===== config.mk =====
export PLATFORM = sky130hd
export DESIGN_NAME = fsram_ctrl
export DESIGN_NICKNAME = d
export VERILOG_FILES = /design/src/rtl/fsram_pkg.sv /design/src/rtl/fsram_wdec.sv /design/src/rtl/fsram_burst.sv /design/src/rtl/fsram_sleep.sv /design/src/rtl/fsram_ctrl.sv
export SDC_FILE = /design/constraint.sdc
export NUM_CORES = 2
export LEC_CHECK = 0
export ABC_CLOCK_PERIOD_IN_PS = 3900
export BUFFER_PORTS_ARGS = -buffer_cell sky130_fd_sc_hd__buf_4
export CORE_MARGIN = 5
export CORE_UTILIZATION = 25
export CTS_CLUSTER_SIZE = 14
export DETAILED_ROUTE_END_ITERATION = 8
export HOLD_SLACK_MARGIN = 0.03
export MAX_ROUTING_LAYER = met4
export PLACE_DENSITY = 0.49
export REMOVE_ABC_BUFFERS = 1
export SLEW_MARGIN = 20
export SYNTH_ARGS = -nofsm -noshare
export SYNTH_HDL_FRONTEND = slang
export SYNTH_SLANG_ARGS = --single-unit

===== constraint.sdc =====
create_clock -name clk -period 3.9 [get_ports clk]
set_input_delay 0.39 -clock clk [delete_from_list [all_inputs] [get_ports clk]]
set_output_delay 0.39 -clock clk [all_outputs]
set_load 0.02 [all_outputs]

===== src/rtl/fsram_pkg.sv =====
package fsram_pkg;
  typedef enum logic [1:0] {SL_RUN, SL_ENTER, SL_DOZE, SL_WAKE} slp_e;

  // low two address bits for burst step k from start value s
  function automatic logic [1:0] burst_lo(input logic [1:0] s, input logic [1:0] k,
                                          input logic ilv);
    return ilv ? (s ^ k) : (s + k);
  endfunction
endpackage


===== src/rtl/fsram_wdec.sv =====
module fsram_wdec #(
  parameter int LANES = 4
) (
  input  logic             wr_all_n,
  input  logic             wr_byte_n,
  input  logic [LANES-1:0] byte_sel_n,
  output logic [LANES-1:0] lane_req
);
  for (genvar b = 0; b < LANES; b++) begin : g_lane
    assign lane_req[b] = !wr_all_n || (!wr_byte_n && !byte_sel_n[b]);
  end
endmodule


===== src/rtl/fsram_burst.sv =====
module fsram_burst
  import fsram_pkg::*;
#(
  parameter int ADDR_W = 6
) (
  input  logic              clk,
  input  logic              rst_n,
  input  logic              load,
  input  logic              step,
  input  logic              ilv,
  input  logic [ADDR_W-1:0] addr_in,
  output logic [ADDR_W-1:0] acc_addr
);
  logic [ADDR_W-3:0] hi_q;
  logic [1:0]        start_q;
  logic [1:0]        k_q;
  logic [1:0]        k_nx;

  assign k_nx     = step ? k_q + 2'd1 : k_q;
  assign acc_addr = load ? addr_in : {hi_q, burst_lo(start_q, k_nx, ilv)};

  always_ff @(posedge clk or negedge rst_n) begin
    if (!rst_n) begin
      hi_q    <= '0;
      start_q <= '0;
      k_q     <= '0;
    end else if (load) begin
      hi_q    <= addr_in[ADDR_W-1:2];
      start_q <= addr_in[1:0];
      k_q     <= '0;
    end else begin
      k_q     <= k_nx;
    end
  end
endmodule


===== src/rtl/fsram_sleep.sv =====
module fsram_sleep
  import fsram_pkg::*;
(
  input  logic clk,
  input  logic rst_n,
  input  logic sleep_req,
  output logic awake
);
  logic s1_q, s2_q, wcnt_q;
  slp_e st_q;

  always_ff @(posedge clk or negedge rst_n) begin
    if (!rst_n) begin
      s1_q <= 1'b0;
      s2_q <= 1'b0;
    end else begin
      s1_q <= sleep_req;
      s2_q <= s1_q;
    end
  end

  always_ff @(posedge clk or negedge rst_n) begin
    if (!rst_n) begin
      st_q   <= SL_RUN;
      wcnt_q <= 1'b0;
    end else begin
      case (st_q)
        SL_RUN:   if (s2_q) st_q <= SL_ENTER;
        SL_ENTER: st_q <= SL_DOZE;
        SL_DOZE:  if (!s2_q) begin
                    st_q   <= SL_WAKE;
                    wcnt_q <= 1'b0;
                  end
        SL_WAKE:  if (wcnt_q) st_q <= SL_RUN;
                  else        wcnt_q <= 1'b1;
        default:  st_q <= SL_RUN;
      endcase
    end
  end

  assign awake = (st_q == SL_RUN) && !s2_q;
endmodule


===== src/rtl/fsram_ctrl.sv =====
module fsram_ctrl
  import fsram_pkg::*;
#(
  parameter int ADDR_W  = 6,
  parameter int LANES   = 4,
  parameter int LANE_DW = 8,
  localparam int WORD_W = LANES * (LANE_DW + 1)
) (
  input  logic              clk,
  input  logic              rst_n,
  input  logic              sleep_req,
  input  logic              ilv_mode,
  input  logic              sel_a_n,
  input  logic              sel_b,
  input  logic              sel_c_n,
  input  logic              cpu_start_n,
  input  logic              ctl_start_n,
  input  logic              adv_n,
  input  logic              wr_all_n,
  input  logic              wr_byte_n,
  input  logic [LANES-1:0]  byte_sel_n,
  input  logic              oe_n,
  input  logic [ADDR_W-1:0] addr,
  input  logic [WORD_W-1:0] dq_i,
  output logic [WORD_W-1:0] dq_o,
  output logic              dq_en
);
  localparam int DEPTH = 1 << ADDR_W;
  localparam int PAR_LO = LANES * LANE_DW;

  logic [WORD_W-1:0] mem [DEPTH];
  logic [LANES-1:0]  lane_req, lane_we;
  logic [ADDR_W-1:0] acc_addr, rd_addr_q;
  logic awake, cpu_eff, start, sel_ok, go, stop, cont, wr_ok, any_req;
  logic burst_q, rd_valid_q;

  fsram_sleep u_sleep (
    .clk(clk), .rst_n(rst_n), .sleep_req(sleep_req), .awake(awake)
  );

  fsram_wdec #(.LANES(LANES)) u_wdec (
    .wr_all_n(wr_all_n), .wr_byte_n(wr_byte_n),
    .byte_sel_n(byte_sel_n), .lane_req(lane_req)
  );

  assign cpu_eff = !cpu_start_n && !sel_a_n;
  assign start   = cpu_eff || !ctl_start_n;
  assign sel_ok  = !sel_a_n && sel_b && !sel_c_n;
  assign go      = awake && start && sel_ok;
  assign stop    = awake && start && !sel_ok;
  assign cont    = awake && !start && burst_q;
  assign wr_ok   = (go && !cpu_eff) || cont;
  assign lane_we = wr_ok ? lane_req : '0;
  assign any_req = |lane_req;

  fsram_burst #(.ADDR_W(ADDR_W)) u_burst (
    .clk(clk), .rst_n(rst_n), .load(go), .step(cont && !adv_n),
    .ilv(ilv_mode), .addr_in(addr), .acc_addr(acc_addr)
  );

  always_ff @(posedge clk) begin
    for (int b = 0; b < LANES; b++) begin
      if (lane_we[b]) begin
        mem[acc_addr][b*LANE_DW +: LANE_DW] <= dq_i[b*LANE_DW +: LANE_DW];
        mem[acc_addr][PAR_LO + b]           <= dq_i[PAR_LO + b];
      end
    end
  end

  always_ff @(posedge clk or negedge rst_n) begin
    if (!rst_n) begin
      burst_q    <= 1'b0;
      rd_valid_q <= 1'b0;
      rd_addr_q  <= '0;
    end else if (!awake) begin
      burst_q    <= 1'b0;
      rd_valid_q <= 1'b0;
    end else if (go) begin
      burst_q    <= 1'b1;
      rd_valid_q <= cpu_eff || !any_req;
      rd_addr_q  <= acc_addr;
    end else if (stop) begin
      burst_q    <= 1'b0;
      rd_valid_q <= 1'b0;
    end else if (cont) begin
      rd_valid_q <= !any_req;
      rd_addr_q  <= acc_addr;
    end
  end

  assign dq_o  = mem[rd_addr_q];
  assign dq_en = !oe_n && rd_valid_q && awake && !any_req;
endmodule


After elaboration in Yosys (flattened, before gate mapping):

Memories as Yosys holds them, arrays and structs flattened.
Cells that the tools add are included.

* $add $sub $neg: 2
* equal/unequal tests: 9
* multiplexer cells: 29
* bitwise logic cells: 1
* reduce and logical (&&, ||, !) cells: 49

Operators with widths (number)
* 2-to-1 mux 6 bit: 4
* logical AND 1 bit: 18
* logical NOT 1 bit: 17
* 2-to-1 mux 1 bit: 16
* 2-to-1 mux 2 bit: 6
* one-hot mux 2 bit (4 select lines): 1
* logical OR 1 bit: 7
* AND reduction 3 bit: 2
* equality test 2 bit, second input constant: 2
* 2-to-1 mux 4 bit: 1
* inequality test 2 x 1 -> 1 bit, second input constant: 2
* inequality test 2 bit, second input constant: 2
* inequality test 4 x 1 -> 1 bit, second input constant: 1
* nonzero test 2 bit: 2
* OR reduction 4 bit: 1
* inequality test 3 x 1 -> 1 bit, second input constant: 1
* adder 2 x 1 -> 2 bit, second input constant: 1
* adder 2 bit: 1
* equality test 2 x 1 -> 1 bit, second input constant: 1
* logical NOT 2 bit: 1
* one-hot mux 1 bit (2 select lines): 1
* AND reduction 2 bit: 1
* bitwise XOR 2 bit: 1

* register bits: 21
* RAM bits: 2304
* bits of input ports: 59
* output and inout port bits: 37
* logic and storage cells: 101
* memories kept: 1

Memories
* mem: words 64, bits a word 36, rd ports 1, clocked after memory_dff 0, write ports 1, line fsram_ctrl.sv:31 `logic [WORD_W-1:0] mem [DEPTH];`

Depth between registers and ports, before layout:

* word-level depth: 14
* depth in mapped cells: 14
* gate-level depth less buffers: 12

Hierarchy:

From an unflattened synthesis, not the netlist that was laid out.

* cells, all modules: 4150
* area, all modules: 89395.7 um^2

By module, submodules not included
* fsram_ctrl: times used 1, cells an instance 4097, area an instance 88736.4 um^2, sequential area each 69386.5 um^2
* fsram_burst: times used 1, cells an instance 29, area an instance 386.6 um^2, sequential area each 200.2 um^2
* fsram_sleep: times used 1, cells an instance 20, area an instance 252.7 um^2, sequential area each 125.1 um^2
* fsram_wdec: times used 1, cells an instance 4, area an instance 20.0 um^2, sequential area each 0.0 um^2

Worst setup path after synthesis:

Ideal clock, no wire load.

* path kind: register -> register
* start point: register u_sleep.st_q[0]
* end point: memory mem[12][0] (netlist bit), enable pin
* setup time: 0.374 ns
* arrival: 3.107 ns
* data required time: 3.526 ns
* path slack: 0.419 ns
* stages on the path, launching flop included: 15
* buffers on the path: 2
* period minus slack after synthesis: 3.481 ns
* path through: dfrtp_1 inv_1 ha_1 nand3b_1 or2_2 clkbuf_1 nor2_1 xnor2_1 ha_1 nor2b_1 xnor2_1 xnor3_2 o32a_1 buf_6 nor2_1

* word-level cells in the longest chain between the ends: 9
* elaborated cells between the ends (all ways): 17
* those cells by class: add/sub (1); mux (6); bitwise (1); reduce/logical (9)

RTL lines
* from (decl): line fsram_sleep.sv:10 `slp_e st_q;`
* from (signal assigned): line fsram_sleep.sv:24 `st_q <= SL_RUN;`
* from (signal assigned): line fsram_sleep.sv:28 `SL_RUN: if (s2_q) st_q <= SL_ENTER;`
* from (signal assigned): line fsram_sleep.sv:29 `SL_ENTER: st_q <= SL_DOZE;`
* logical NOT 2 bit *: line fsram_sleep.sv:41 `assign awake = (st_q == SL_RUN) && !s2_q;`
* logical AND 1 bit *: line fsram_sleep.sv:41
* logical AND 1 bit (on tied branches) (2 in a row): line fsram_ctrl.sv:51, fsram_ctrl.sv:49
* logical AND 1 bit (on tied branches): line fsram_ctrl.sv:57, fsram_ctrl.sv:52
* 2-to-1 mux 2 bit / logical OR 1 bit (equally long branches): line fsram_burst.sv:19, fsram_ctrl.sv:52
* adder 2 bit (tied with other cells): line fsram_pkg.sv:7 `return ilv ? (s ^ k) : (s + k);`
* 2-to-1 mux 2 bit / 2-to-1 mux 1 bit (equally long branches): line fsram_pkg.sv:7, fsram_ctrl.sv:63
* 2-to-1 mux 6 bit / 2-to-1 mux 1 bit (equally long branches): line fsram_burst.sv:20, fsram_ctrl.sv:64
* to (decl): line fsram_ctrl.sv:31

Every way passes the cells marked *; elsewhere a longest branch is shown, timed or not.

Final worst setup path:

* start point: register rd_addr_q[0]
* end point: output port dq_o[7]

* word-level cells in the longest chain between the ends: 1

RTL lines
* from (decl): line fsram_ctrl.sv:33 `logic [ADDR_W-1:0] acc_addr, rd_addr_q;`
* from (signal assigned): line fsram_ctrl.sv:81 `rd_addr_q <= acc_addr;`
* from (signal assigned): line fsram_ctrl.sv:87 `rd_addr_q <= acc_addr;`
* memory read (64 x 36 bit)
* to (decl): line fsram_ctrl.sv:25 `output logic [WORD_W-1:0] dq_o,`

Every way passes these cells.

==> impl_metrics.py <==
metrics = {
    "outcome": {
        "status": "completed",
    },
    "critical_path": {
        "start_kind": "flip-flop",
        "crit_type": "reg -> out",
        "cpPeakStageDelay_ps": 560,
        "startpoint": "rd_addr_q[0]",
        "cp_data_required_time_ps": 3510,
        "end_kind": "output pin",
        "crit_slowest_cell": "dfrtp_4",
        "crit_fanout": 9,
        "r2r_start": "u_sleep.st_q[0]",
        "arrival_ps": 3490,
        "cp_cell_sequence": "buf_12, buf_16, buf_16, mux4_2, mux4_2, o22ai_2, a21oi_1, buf_4, buf_6",
    },
    "die": {
        "initial_core_util_pct": 25.1,
        "die_w_um": 609,
        "core_um2": 358000,
        "die_y_um": 609,
        "num_rows": 220,
        "num_io_pins": 96,
        "die-area_um2": 371000,
    },
    "finish": {
        "fillers": 34400,
        "syn_to_final_growth_pct": 23.5,
        "final_cell_mix": "edfxtp_1, mux4_2, buf_4",
        "final_common_cell": "edfxtp_1",
        "drive_above_1_share_pct": 39.1,
        "fin_nets": 4757,
        "fin_area_um2": 111000,
    },
    "grt": {
        "grt_pass1_vias": 45800,
        "grt_pass1_wl_um": 361000,
        "grt.overflow.total": 0,
        "grt.total_usage_pct": 13.9,
        "antenna_found_initial": 17,
        "grt_max_degree": 65,
    },
    "sta": {
        "rsz0062_at_grt": "true",
        "fin_crit_sh_pct": 99.6,
        "fin_worst_skew_ps": 32.5,
        "hold_slack_ps": 78.9,
        "slew_headroom_pct": 39.0,
        "hold_viol_final": 0,
        "fmax_ghz": 0.257,
        "setup_viol": 0,
        "finalCriticalPeriod_ps": 3880,
        "drv_slew": 0,
        "worst_pin_slew_ps": 916,
    },
    "placement": {
        "gp_congestion": 0.787,
        "place_area_um2": 98700,
        "port_buffers": 95,
        "dp_hpwl_um": 156000,
    },
    "synthesis": {
        "netlist_instances": 4115,
        "synth_edf_count": 2304,
        "syn_area_per_cell_um2": 21.8,
        "synthFlopType": "edfxtp_1",
        "synth_area_leaders": "edfxtp_1, mux4_2, nor2_1",
        "ys_seq_area_share_pct": 77.6,
        "yosys_warnings": 0,
        "yosysUniqueCellTypes": 59,
        "syn-cell-area_um2": 89800,
        "synthArstFlopShare_pct": 0.903,
        "yosys_register_bits": 2325,
        "synth_top_area_share_pct": 77.1,
        "synth_top_cell_by_area": "edfxtp_1",
    },
    "drt": {
        "ant_nets": 0,
        "totalWireLength_um": 258000,
        "vias": 44500,
        "avgRoutedWirePerCell_um": 26.7,
        "dr.pass1.iters": 8,
        "vias_per_cell": 4.61,
        "drt-initial-drc-count": 4432,
        "drc_errors": 0,
    },
    "clock_network": {
        "clkTransAtPathRegs_ps": 60,
        "cts.path.max_buffers": 3,
        "h-tree-depth": 4,
        "cts.sinks": 2325,
        "tritoncts.num_buffers": 232,
        "clock_latency_ps": 870,
        "cts_root_buf": "clkbuf_16",
        "cts_tree": "built",
    },
    "power_and_ir_drop": {
        "p_per_area_nw_per_um2": 672,
        "power_leakage_uw": 0.0338,
        "ir_drop_v": 0.000628,
    },
    "min_path": {
        "worstHoldStart": "dq_i[15]",
        "hold_path_class": "in -> reg",
    },
    "flow_run": {
        "drv_cap": 0,
    },
}
[cell type report]
| class | count | area (um^2) | area share, % |
|---|---|---|---|
| sequential | 2325 | 69700 | 62.9 |
| multi-input combinational | 1550 | 20700 | 18.7 |
| timing repair buffer | 578 | 6870 | 6.20 |
| clock buffer | 285 | 6090 | 5.49 |
| tap | 4773 | 5970 | 5.38 |
| clock inverter | 150 | 1500 | 1.35 |
| inverter | 6 | 22.5 | 0.0203 |
| antenna | 6 | 15.0 | 0.0135 |
[cells in the mapped netlist, types with 3 or more instances]
cell type,n
dfrtp_1,21
nand3b_1,12
inv_1,5
clkbuf_1,74
buf_4,49
nand3_1,42
nand4_1,3
ha_1,5
o211ai_1,20
nand2b_1,25
nor2_2,10
nor2b_1,7
mux2i_1,70
o21a_1,4
a31oi_1,6
o22ai_1,137
a21oi_1,41
edfxtp_1,2304
o21ai_0,16
a22oi_1,4
buf_6,12
nand2_1,127
buf_1,14
or3b_2,6
a211o_1,3
and2_1,4
nor2_1,299
nor3_1,12
buf_2,85
a211oi_1,5
mux4_2,593
mux2_2,24
o221ai_1,10
nor4_1,28
xnor2_1,3
o22a_1,8
[repair_timing]
action                                  4_1_cts  5_1_grt
buffers inserted                             58       55
hold buffers                                 11        0
resized for setup                           409      139
endpoints found under the setup margin     1375      996
cloned                                       30       13
hold endpoints to repair                     33        0
pin swaps                                    29       38
[power breakdown]
part / leakage, uW / switching [uW] / internal (uW)
clock: 0.00368 / 9450 / 12900
combinational: 0.00913 / 13100 / 11300
sequential: 0.0210 / 197 / 27600
[worst max-delay path: cells and delay by family (launching register included)]
kind	cells	cell delay, ps
mux	2	1040
flops	1	560
buf+inv	5	790
compound gates	2	210
[routing by layer]
metal	track usage (%)	routed length, um	vias up
met5	-	0	-
met4	3.70	6910	0
met3	2.28	14900	345
met2	22.1	125000	1508
met1	18.5	111000	24200
li1	-	-	18500
[cell families after synthesis]
group | share of synthesized area (%)
flip-flops | 77.6
multiplexers | 16.0
AND/OR/NAND/NOR | 2.86
AO/OA/AOI/OAI | 1.97
buffers and inverters | 1.43
XOR/XNOR | 0.0822
adder cells (fa/ha/maj) | 0.0697
[through the flow]
stage | std cells | power (uW) | utilization [%] | TNS [ps] | setup slack [ps]
after CTS | 9603 | 74100 | 30.6 | -1050 | -105
after global routing | 9672 | 77100 | 30.9 | -696 | -83.1
after global placement | 9070 | 48000 | 27.6 | -234790 | -481
after detailed placement | 9070 | 48100 | 27.6 | -107940 | -413
final | 9673 | 74500 | 30.9 | 0 | 15.1
after floorplan | 3881 | 36000 | - | -853450 | -17510
[state kept, by name, indices dropped and copies added, names as in the netlist]
register	cells
burst_q	1
mem	2304
rd_addr_q	6
rd_valid_q	1
u_burst.hi_q	4
u_burst.k_q	2
u_burst.start_q	2
u_sleep.s1_q	1
u_sleep.s2_q	1
u_sleep.st_q	2
u_sleep.wcnt_q	1
[path summary, 6_finish.rpt]
check                               endpoint  slack (ps)  cells after the start
worst min register to register  u_sleep.s2_q         370                      0
min in group asynchronous       rd_addr_q[5]         140                      2
worst max-delay path                 dq_o[7]          20                      9
worst max register to register    mem[6][10]         170                     16
max in group asynchronous       rd_addr_q[2]        3460                      2
worst min-delay path             mem[15][15]          80                      1
(Power assumes the default switching activity.)
